==> src/rtl/irq_pkg.sv <==
package irq_pkg;
  typedef enum logic [1:0] {IM_0 = 2'd0, IM_1 = 2'd1, IM_2 = 2'd2} im_mode_t;
  typedef enum logic [1:0] {SQ_IDLE = 2'd0, SQ_REQ = 2'd1, SQ_RSP = 2'd2} seq_state_t;
  typedef struct packed {
    logic push;
    logic load;
  } m0_act_t;
endpackage

==> src/rtl/irq_m0_decode.sv <==
module irq_m0_decode
  import irq_pkg::*;
#(
  parameter int ADDR_W = 16
) (
  input  logic [7:0]        op,
  input  logic [ADDR_W-1:0] tgt,
  output m0_act_t           act,
  output logic [ADDR_W-1:0] pc
);
  always_comb begin
    act = '0;
    pc  = '0;
    if (op == 8'hC3) begin
      act.load = 1'b1;
      pc       = tgt;
    end else if (op == 8'hCD) begin
      act.push = 1'b1;
      act.load = 1'b1;
      pc       = tgt;
    end else if (op[7:6] == 2'b11 && op[2:0] == 3'b111) begin
      act.push = 1'b1;
      act.load = 1'b1;
      pc[5:3]  = op[5:3];
    end
  end
endmodule

==> src/rtl/irq_enable_ctl.sv <==
module irq_enable_ctl (
  input  logic clk,
  input  logic rst_n,
  input  logic ret,
  input  logic ret_ei,
  input  logic ret_di,
  input  logic busy,
  input  logic take_nmi,
  input  logic take_int,
  output logic check,
  output logic iff1_eff,
  output logic iff1,
  output logic iff2,
  output logic ei_done
);
  logic ret_g;
  logic iff1_q, iff2_q, shadow_q, ei_done_q;

  assign ret_g    = ret & ~busy;
  assign check    = ret_g & ~ret_ei;
  assign iff1_eff = iff1_q & ~ret_di;

  always_ff @(posedge clk) begin
    if (!rst_n) begin
      iff1_q    <= 1'b0;
      iff2_q    <= 1'b0;
      shadow_q  <= 1'b0;
      ei_done_q <= 1'b0;
    end else begin
      ei_done_q <= check & ~ret_di & shadow_q;
      if (ret_g) shadow_q <= ret_ei;
      if (ret_g && ret_ei) begin
        iff1_q <= 1'b1;
        iff2_q <= 1'b1;
      end else if (ret_g && ret_di) begin
        iff1_q <= 1'b0;
        iff2_q <= 1'b0;
      end
      if (take_int) begin
        iff1_q <= 1'b0;
        iff2_q <= 1'b0;
      end else if (take_nmi) begin
        iff1_q <= 1'b0;
      end
    end
  end

  assign iff1    = iff1_q;
  assign iff2    = iff2_q;
  assign ei_done = ei_done_q;

  assert_int_clears_both_R2: assert property (@(posedge clk) disable iff (!rst_n)
    take_int |=> (!iff1_q && !iff2_q));

  assert_nmi_keeps_iff2_R1: assert property (@(posedge clk) disable iff (!rst_n)
    (take_nmi && !ret_di) |=> (!iff1_q && iff2_q == $past(iff2_q)));

  assert_ei_boundary_no_take_R6: assert property (@(posedge clk) disable iff (!rst_n)
    (ret && ret_ei) |-> (!take_int && !take_nmi));
endmodule

==> src/rtl/irq_dispatch.sv <==
module irq_dispatch
  import irq_pkg::*;
#(
  parameter int          ADDR_W = 16,
  parameter logic [15:0] NMI_PC = 16'h0066,
  parameter logic [15:0] M1_PC  = 16'h0038
) (
  input  logic              clk,
  input  logic              rst_n,
  input  logic              check,
  input  logic              iff1_eff,
  input  logic              nmi_req,
  input  logic              int_req,
  input  logic              int_pend,
  input  logic              im_wr,
  input  logic [1:0]        im_val,
  input  logic [ADDR_W-9:0] i_reg,
  input  logic [ADDR_W+7:0] ack_vec,
  input  logic              tbl_rd_ready,
  input  logic              tbl_rsp_valid,
  input  logic [ADDR_W-1:0] tbl_rsp_data,
  output logic              take_nmi,
  output logic              take_int,
  output logic              busy,
  output logic              accept,
  output logic              nmi_taken,
  output logic              push_pc,
  output logic              pc_load,
  output logic [ADDR_W-1:0] new_pc,
  output logic              leave_halt,
  output logic              tbl_rd_valid,
  output logic [ADDR_W-1:0] tbl_rd_addr,
  output logic [ADDR_W-1:0] wz
);
  im_mode_t          mode_q;
  seq_state_t        state_q;
  logic              nmi_prev_q, nmi_lat_q, int_lat_q;
  logic              int_nxt;
  logic [ADDR_W-1:0] addr_q, pc_q, wz_q;
  logic              acc_q, nmi_q, push_q, load_q, halt_q;
  m0_act_t           m0_act;
  logic [ADDR_W-1:0] m0_pc;

  irq_m0_decode #(.ADDR_W(ADDR_W)) u_m0 (
    .op  (ack_vec[7:0]),
    .tgt (ack_vec[ADDR_W+7:8]),
    .act (m0_act),
    .pc  (m0_pc)
  );

  assign busy     = (state_q != SQ_IDLE);
  assign take_nmi = check & nmi_lat_q;
  assign take_int = check & ~nmi_lat_q & int_lat_q & iff1_eff;

  always_comb begin
    int_nxt = int_lat_q;
    if (take_int)                 int_nxt = 1'b0;
    else if (check && !iff1_eff)  int_nxt = int_lat_q & int_pend;
    int_nxt = int_nxt | int_req;
  end

  always_ff @(posedge clk) begin
    if (!rst_n) begin
      mode_q     <= IM_0;
      state_q    <= SQ_IDLE;
      nmi_prev_q <= 1'b0;
      nmi_lat_q  <= 1'b0;
      int_lat_q  <= 1'b0;
      addr_q     <= '0;
      pc_q       <= '0;
      wz_q       <= '0;
      acc_q      <= 1'b0;
      nmi_q      <= 1'b0;
      push_q     <= 1'b0;
      load_q     <= 1'b0;
      halt_q     <= 1'b0;
    end else begin
      acc_q      <= 1'b0;
      nmi_q      <= 1'b0;
      push_q     <= 1'b0;
      load_q     <= 1'b0;
      halt_q     <= 1'b0;
      nmi_prev_q <= nmi_req;
      nmi_lat_q  <= (nmi_lat_q & ~take_nmi) | (nmi_req & ~nmi_prev_q);
      int_lat_q  <= int_nxt;
      if (im_wr) begin
        case (im_val)
          2'd0:    mode_q <= IM_0;
          2'd1:    mode_q <= IM_1;
          default: mode_q <= IM_2;
        endcase
      end
      case (state_q)
        SQ_REQ: if (tbl_rd_ready) state_q <= SQ_RSP;
        SQ_RSP: if (tbl_rsp_valid) begin
          load_q  <= 1'b1;
          pc_q    <= tbl_rsp_data;
          wz_q    <= tbl_rsp_data;
          state_q <= SQ_IDLE;
        end
        default: ;
      endcase
      if (take_nmi) begin
        acc_q  <= 1'b1;
        nmi_q  <= 1'b1;
        push_q <= 1'b1;
        load_q <= 1'b1;
        halt_q <= 1'b1;
        pc_q   <= NMI_PC[ADDR_W-1:0];
      end else if (take_int) begin
        acc_q  <= 1'b1;
        halt_q <= 1'b1;
        case (mode_q)
          IM_0: begin
            push_q <= m0_act.push;
            load_q <= m0_act.load;
            if (m0_act.load) begin
              pc_q <= m0_pc;
              wz_q <= m0_pc;
            end
          end
          IM_1: begin
            push_q <= 1'b1;
            load_q <= 1'b1;
            pc_q   <= M1_PC[ADDR_W-1:0];
            wz_q   <= M1_PC[ADDR_W-1:0];
          end
          default: begin
            push_q  <= 1'b1;
            addr_q  <= {i_reg, ack_vec[7:0]};
            state_q <= SQ_REQ;
          end
        endcase
      end
    end
  end

  assign accept       = acc_q;
  assign nmi_taken    = nmi_q;
  assign push_pc      = push_q;
  assign pc_load      = load_q;
  assign new_pc       = pc_q;
  assign leave_halt   = halt_q;
  assign tbl_rd_valid = (state_q == SQ_REQ);
  assign tbl_rd_addr  = addr_q;
  assign wz           = wz_q;

  assert_rd_hold_R5: assert property (@(posedge clk) disable iff (!rst_n)
    (tbl_rd_valid && !tbl_rd_ready) |=> (tbl_rd_valid && $stable(tbl_rd_addr)));

  assert_busy_no_take_R13: assert property (@(posedge clk) disable iff (!rst_n)
    busy |-> (!take_int && !take_nmi));

  assert_pulse_one_cycle_R11: assert property (@(posedge clk) disable iff (!rst_n)
    (accept && !take_int && !take_nmi) |=> !accept);
endmodule

==> src/rtl/irq_accept_unit.sv <==
module irq_accept_unit #(
  parameter int          ADDR_W = 16,
  parameter logic [15:0] NMI_PC = 16'h0066,
  parameter logic [15:0] M1_PC  = 16'h0038
) (
  input  logic              clk,
  input  logic              rst_n,
  input  logic              retire,
  input  logic              retire_ei,
  input  logic              retire_di,
  input  logic              im_wr,
  input  logic [1:0]        im_val,
  input  logic              nmi_req,
  input  logic              int_req,
  input  logic              int_pend,
  input  logic [ADDR_W-9:0] i_reg,
  input  logic [ADDR_W+7:0] ack_vec,
  input  logic              tbl_rd_ready,
  input  logic              tbl_rsp_valid,
  input  logic [ADDR_W-1:0] tbl_rsp_data,
  output logic              accept,
  output logic              nmi_taken,
  output logic              push_pc,
  output logic              pc_load,
  output logic [ADDR_W-1:0] new_pc,
  output logic              leave_halt,
  output logic              ei_done,
  output logic              iff1,
  output logic              iff2,
  output logic              tbl_rd_valid,
  output logic [ADDR_W-1:0] tbl_rd_addr,
  output logic [ADDR_W-1:0] wz
);
  logic check, iff1_eff, busy, take_nmi, take_int;

  irq_enable_ctl u_en (
    .clk      (clk),
    .rst_n    (rst_n),
    .ret      (retire),
    .ret_ei   (retire_ei),
    .ret_di   (retire_di),
    .busy     (busy),
    .take_nmi (take_nmi),
    .take_int (take_int),
    .check    (check),
    .iff1_eff (iff1_eff),
    .iff1     (iff1),
    .iff2     (iff2),
    .ei_done  (ei_done)
  );

  irq_dispatch #(.ADDR_W(ADDR_W), .NMI_PC(NMI_PC), .M1_PC(M1_PC)) u_disp (
    .clk          (clk),
    .rst_n        (rst_n),
    .check        (check),
    .iff1_eff     (iff1_eff),
    .nmi_req      (nmi_req),
    .int_req      (int_req),
    .int_pend     (int_pend),
    .im_wr        (im_wr),
    .im_val       (im_val),
    .i_reg        (i_reg),
    .ack_vec      (ack_vec),
    .tbl_rd_ready (tbl_rd_ready),
    .tbl_rsp_valid(tbl_rsp_valid),
    .tbl_rsp_data (tbl_rsp_data),
    .take_nmi     (take_nmi),
    .take_int     (take_int),
    .busy         (busy),
    .accept       (accept),
    .nmi_taken    (nmi_taken),
    .push_pc      (push_pc),
    .pc_load      (pc_load),
    .new_pc       (new_pc),
    .leave_halt   (leave_halt),
    .tbl_rd_valid (tbl_rd_valid),
    .tbl_rd_addr  (tbl_rd_addr),
    .wz           (wz)
  );
endmodule

==> config.mk <==
export PLATFORM = sky130hd
export DESIGN_NAME = irq_accept_unit
export DESIGN_NICKNAME = d
export VERILOG_FILES = /design/src/rtl/irq_pkg.sv /design/src/rtl/irq_m0_decode.sv /design/src/rtl/irq_enable_ctl.sv /design/src/rtl/irq_dispatch.sv /design/src/rtl/irq_accept_unit.sv
export SDC_FILE = /design/constraint.sdc
export NUM_CORES = 1
export LEC_CHECK = 0
export ABC_AREA = 1
export BUFFER_PORTS_ARGS = -buffer_cell sky130_fd_sc_hd__buf_2
export CORE_UTILIZATION = 40
export DETAILED_ROUTE_END_ITERATION = 16
export GPL_TIMING_DRIVEN = 1
export PLACE_DENSITY = 0.67
export SETUP_SLACK_MARGIN = 0.1
export SYNTH_ARGS = -nofsm -noshare
export SYNTH_HDL_FRONTEND = slang
export SYNTH_HIERARCHICAL = 1
export SYNTH_SLANG_ARGS = --single-unit
==> constraint.sdc <==
create_clock -name clk -period 2.1 [get_ports clk]
set_input_delay 0.21 -clock clk [delete_from_list [all_inputs] [get_ports clk]]
set_output_delay 0.21 -clock clk [all_outputs]
set_load 0.005 [all_outputs]
==> results_dict.tcl <==
set metrics [dict create \
    vdd_drop_max_mv 0.3700 \
    fmax_mhz 534.1 \
    setup_violations 0 \
    syn_inst 464 \
    grt_util_all_layers 0.2022 \
    grt_pass1_wl_um 13300 \
    status "complete, no violations" \
    vias_per_cell 4.817 \
    timing.max_cap.violations 0 \
    clockBufferDepth 2 \
    antenna_found_initial 0 \
    rrSetupSlack_ns 0.23 \
    dp_hpwl_um 6029 \
    min_from "retire_di" \
    cp_max_fo 7 \
    placementRows 32 \
    die_h_um 91.19 \
    firstDrtPassIters 4 \
    stdcell_area_mm2 0.004038 \
    cts_tree "done" \
    cts_buffers 9 \
    drive_gt1_frac 0.2908 \
    hold_class "in2reg" \
    cpMostUsedCell "inv_1" \
    timing.critical_path.cells "inv_1 > ha_1 > inv_1 > inv_1 > nand2_2 > nor2_4 > nand2_2 > nor2_8 > buf_4 > nand3_4 > nand2_1 > nand3_1 > nand2_1 > inv_1" \
    cp_slowest_stage_delay_ns 0.33 \
    cts.reportedPaths.clkPinSlew_ns 0.06 \
    path_delay_family "simple AND/OR/NAND/NOR gates" \
    portBuffers 117 \
    rr_worst_depth 14 \
    grt_pass1_vias 2912 \
    cts_num_sinks 63 \
    crit_path_start_kind "flip-flop" \
    antennaDiodeCount 0 \
    synthDistinctLibCells 31 \
    finClkSkew_ns 0.009915 \
    start_util 0.4118 \
    wl_per_cell_um 12.53 \
    worst-setup-path-type "reg2reg" \
    power_density_mw_per_mm2 586.7 \
    ys_seq_area_frac 0.3964 \
    synth.ff_latch_count 63 \
    grt_overflow 0 \
    yosysWarnings 6 \
    drv_slew 0 \
    finish.utilization 0.5225 \
    grt_max_degree 35 \
    gp_congestion 0.7945 \
    synthesis.nets 528 \
    area.growth.synth_to_final_pct 26.90 \
    path_buf_inv 5 \
    drc 0 \
    whs_ns 0.07718 \
    vias 3324 \
    final_nets 648 \
    rsz0062_at_grt "no" \
    reg2reg_to "u_disp/new_pc[2]$_SDFF_PN0_" \
    avgSynthCellArea_um2 6.857 \
    crit_slowest_cell "dfxtp_1" \
    rr_startpoint "u_disp/state_q[0]$_SDFF_PN0_" \
    cts_hold_buf 0 \
    place_area_mm2 0.003806 \
    leakage_nw 2.114 \
    whs_endpoint "u_en/ei_done$_SDFF_PN0_" \
    cts_root_buffer "clkbuf_8" \
    htreeDepth 3 \
    total_power_mw 2.369 \
    holdPathStages 2 \
    initialDrtViolationCount 129 \
    ant_nets 0 \
    io_pins 118 \
    setup-tns-final_ns 0 \
    critical_path_required_ns 2.33 \
    die_w_um 91.19 \
    routed_wl_um 8646 \
    finalHoldViolCount 0 \
    arrival_ns 2.10 \
    relSlewSlack 0.7111 \
    core_area_mm2 0.007727 \
    clk_latency_ns 0.34 \
    fin_crit_ns 1.872 \
    tightest_slew_ns 0.4328 \
    post-route-period-util 0.8916 \
    die-area_mm2 0.008316 \
    crit_path_end_kind "flip-flop" \
    netlist_area_mm2 0.003182 \
]
==> cell usage after synthesis, drive strengths merged <==
| library cell | n | share of area |
|---|---|---|
| a21boi | 1 | 0.0024 |
| a21oi | 64 | 0.11 |
| a22o | 1 | 0.0028 |
| buf | 21 | 0.052 |
| clkbuf | 2 | 0.0024 |
| dfxtp | 63 | 0.40 |
| ha | 3 | 0.012 |
| inv | 54 | 0.064 |
| nand2 | 171 | 0.21 |
| nand3 | 39 | 0.069 |
| nand4 | 11 | 0.022 |
| nor2 | 23 | 0.038 |
| nor3 | 1 | 0.0016 |
| nor4 | 1 | 0.0020 |
| o21a | 1 | 0.0024 |
| o21ai | 4 | 0.0063 |
| o22ai | 1 | 0.0020 |
| o32ai | 1 | 0.0028 |
| or2 | 2 | 0.0039 |
==> through the flow <==
| step | cells | setup slack, ns |
|---|---|---|
| 2_1_floorplan | 464 | 0.4236 |
| 3_3_place_gp | 671 | 0.2065 |
| 3_5_place_dp | 671 | 0.1549 |
| 4_1_cts | 686 | 0.1290 |
| 5_1_grt | 690 | 0.08634 |
| 6_report | 690 | 0.2277 |
==> what timing repair did <==
item                                    CTS  global route
hold endpoints to repair                  0             0
resized for setup                         0             6
endpoints found under the setup margin    0            52
setup buffers                             0             2
==> worst register-to-register path, cell delays in order (launching register included) <==
cell     delay [ns]
dfxtp_1        0.33
inv_1          0.09
ha_1           0.15
inv_1          0.04
inv_1          0.07
nand2_2        0.09
nor2_4         0.13
nand2_2        0.11
nor2_8         0.18
buf_4          0.18
nand3_4        0.14
nand2_1        0.09
nand3_1        0.06
nand2_1        0.07
inv_1          0.04
==> sequential cells by signal, summed over array words and instances (netlist names) <==
signal,cells
u_disp/mode_q,2
u_disp/push_pc,1
u_en/ei_done,1
u_disp/wz,16
u_disp/int_lat_q,1
u_disp/tbl_rd_addr,16
u_disp/nmi_taken,1
u_disp/nmi_prev_q,1
u_disp/new_pc,16
u_disp/nmi_lat_q,1
u_en/shadow_q,1
u_disp/state_q,2
u_en/iff2,1
u_disp/leave_halt,1
u_en/iff1,1
u_disp/pc_load,1
==> metal layers <==
layer / up-vias / global-route usage / share of wire
met3: 9 / 0.06114 / 0.072
met2: 112 / 0.3314 / 0.47
met1: 1486 / 0.2497 / 0.44
met4: 0 / 0.07407 / 0.014
li1: 1717 / - / -
met5: - / 0 / 0
==> final cells by class <==
type | instances | area (µm²)
repair buffers | 130 | 690.7
flip-flops and latches | 63 | 1261
multi-input cells | 326 | 1577
well taps | 102 | 127.6
fillers | 780 | 3690
clock buffers | 15 | 176.4
inverters | 54 | 205.2
==> worst max path at each step <==
| stage | from | cells after the start | endpoint | slack, ns |
|---|---|---|---|---|
| floorplan | u_disp/state_q[0]$_SDFF_PN0_ | 12 | u_disp/tbl_rd_addr[0]$_SDFFE_PN0P_ | 0.42 |
| global placement | u_disp/state_q[0]$_SDFF_PN0_ | 13 | u_disp/new_pc[0]$_SDFF_PP0_ | 0.21 |
| detailed placement | u_disp/state_q[1]$_SDFF_PN0_ | 13 | u_disp/wz[13]$_SDFF_PN0_ | 0.15 |
| CTS | u_disp/state_q[1]$_SDFF_PN0_ | 13 | u_disp/wz[13]$_SDFF_PN0_ | 0.13 |
| global route | u_disp/state_q[1]$_SDFF_PN0_ | 14 | u_disp/new_pc[1]$_SDFF_PN0_ | 0.09 |
| finish | u_disp/state_q[0]$_SDFF_PN0_ | 14 | u_disp/new_pc[2]$_SDFF_PN0_ | 0.23 |
==> power by group <==
group          leakage, nW  internal, mW  switching (mW)  total [mW]
Combinational         1.51        0.0780           0.121       0.199
Clock               0.0898         0.521           0.429       0.950
Sequential           0.510          1.21         0.00902        1.22
Total                 2.11          1.81           0.559        2.37
==> logic make-up (layout without fill, tap and decap cells) <==
logic type	count (synthesis)	count (layout)	share of synthesized area
buffers and inverters	77	199	0.1176
DFF	63	63	0.3964
AOI/OAI and AO/OA	73	73	0.1310
adders and majority gates	3	3	0.01180
and+or+nand+nor	248	250	0.3433
==> cell usage in the layout (no fill, tap or decap) <==
master,n
nand2_1,165
buf_2,117
dfxtp_1,63
a21oi_1,54
inv_1,51
nand3_1,37
nor2_1,18
clkbuf_8,12
buf_4,12
nand4_1,11
a21oi_2,10
nand2_2,5
o21ai_0,4
clkbuf_1,3
ha_1,3
nor2_4,3
nand3_2,2
inv_2,2
nand3_4,2
nor2_8,1
a21boi_0,1
a22o_1,1
o32ai_1,1
o21a_1,1
inv_4,1
nor3_1,1
o22ai_1,1
or2_2,1
buf_8,1
nor2_2,1
nand2_4,1
nor4_1,1
or2_0,1
No activity file was read; power rests on OpenSTA's default activity.
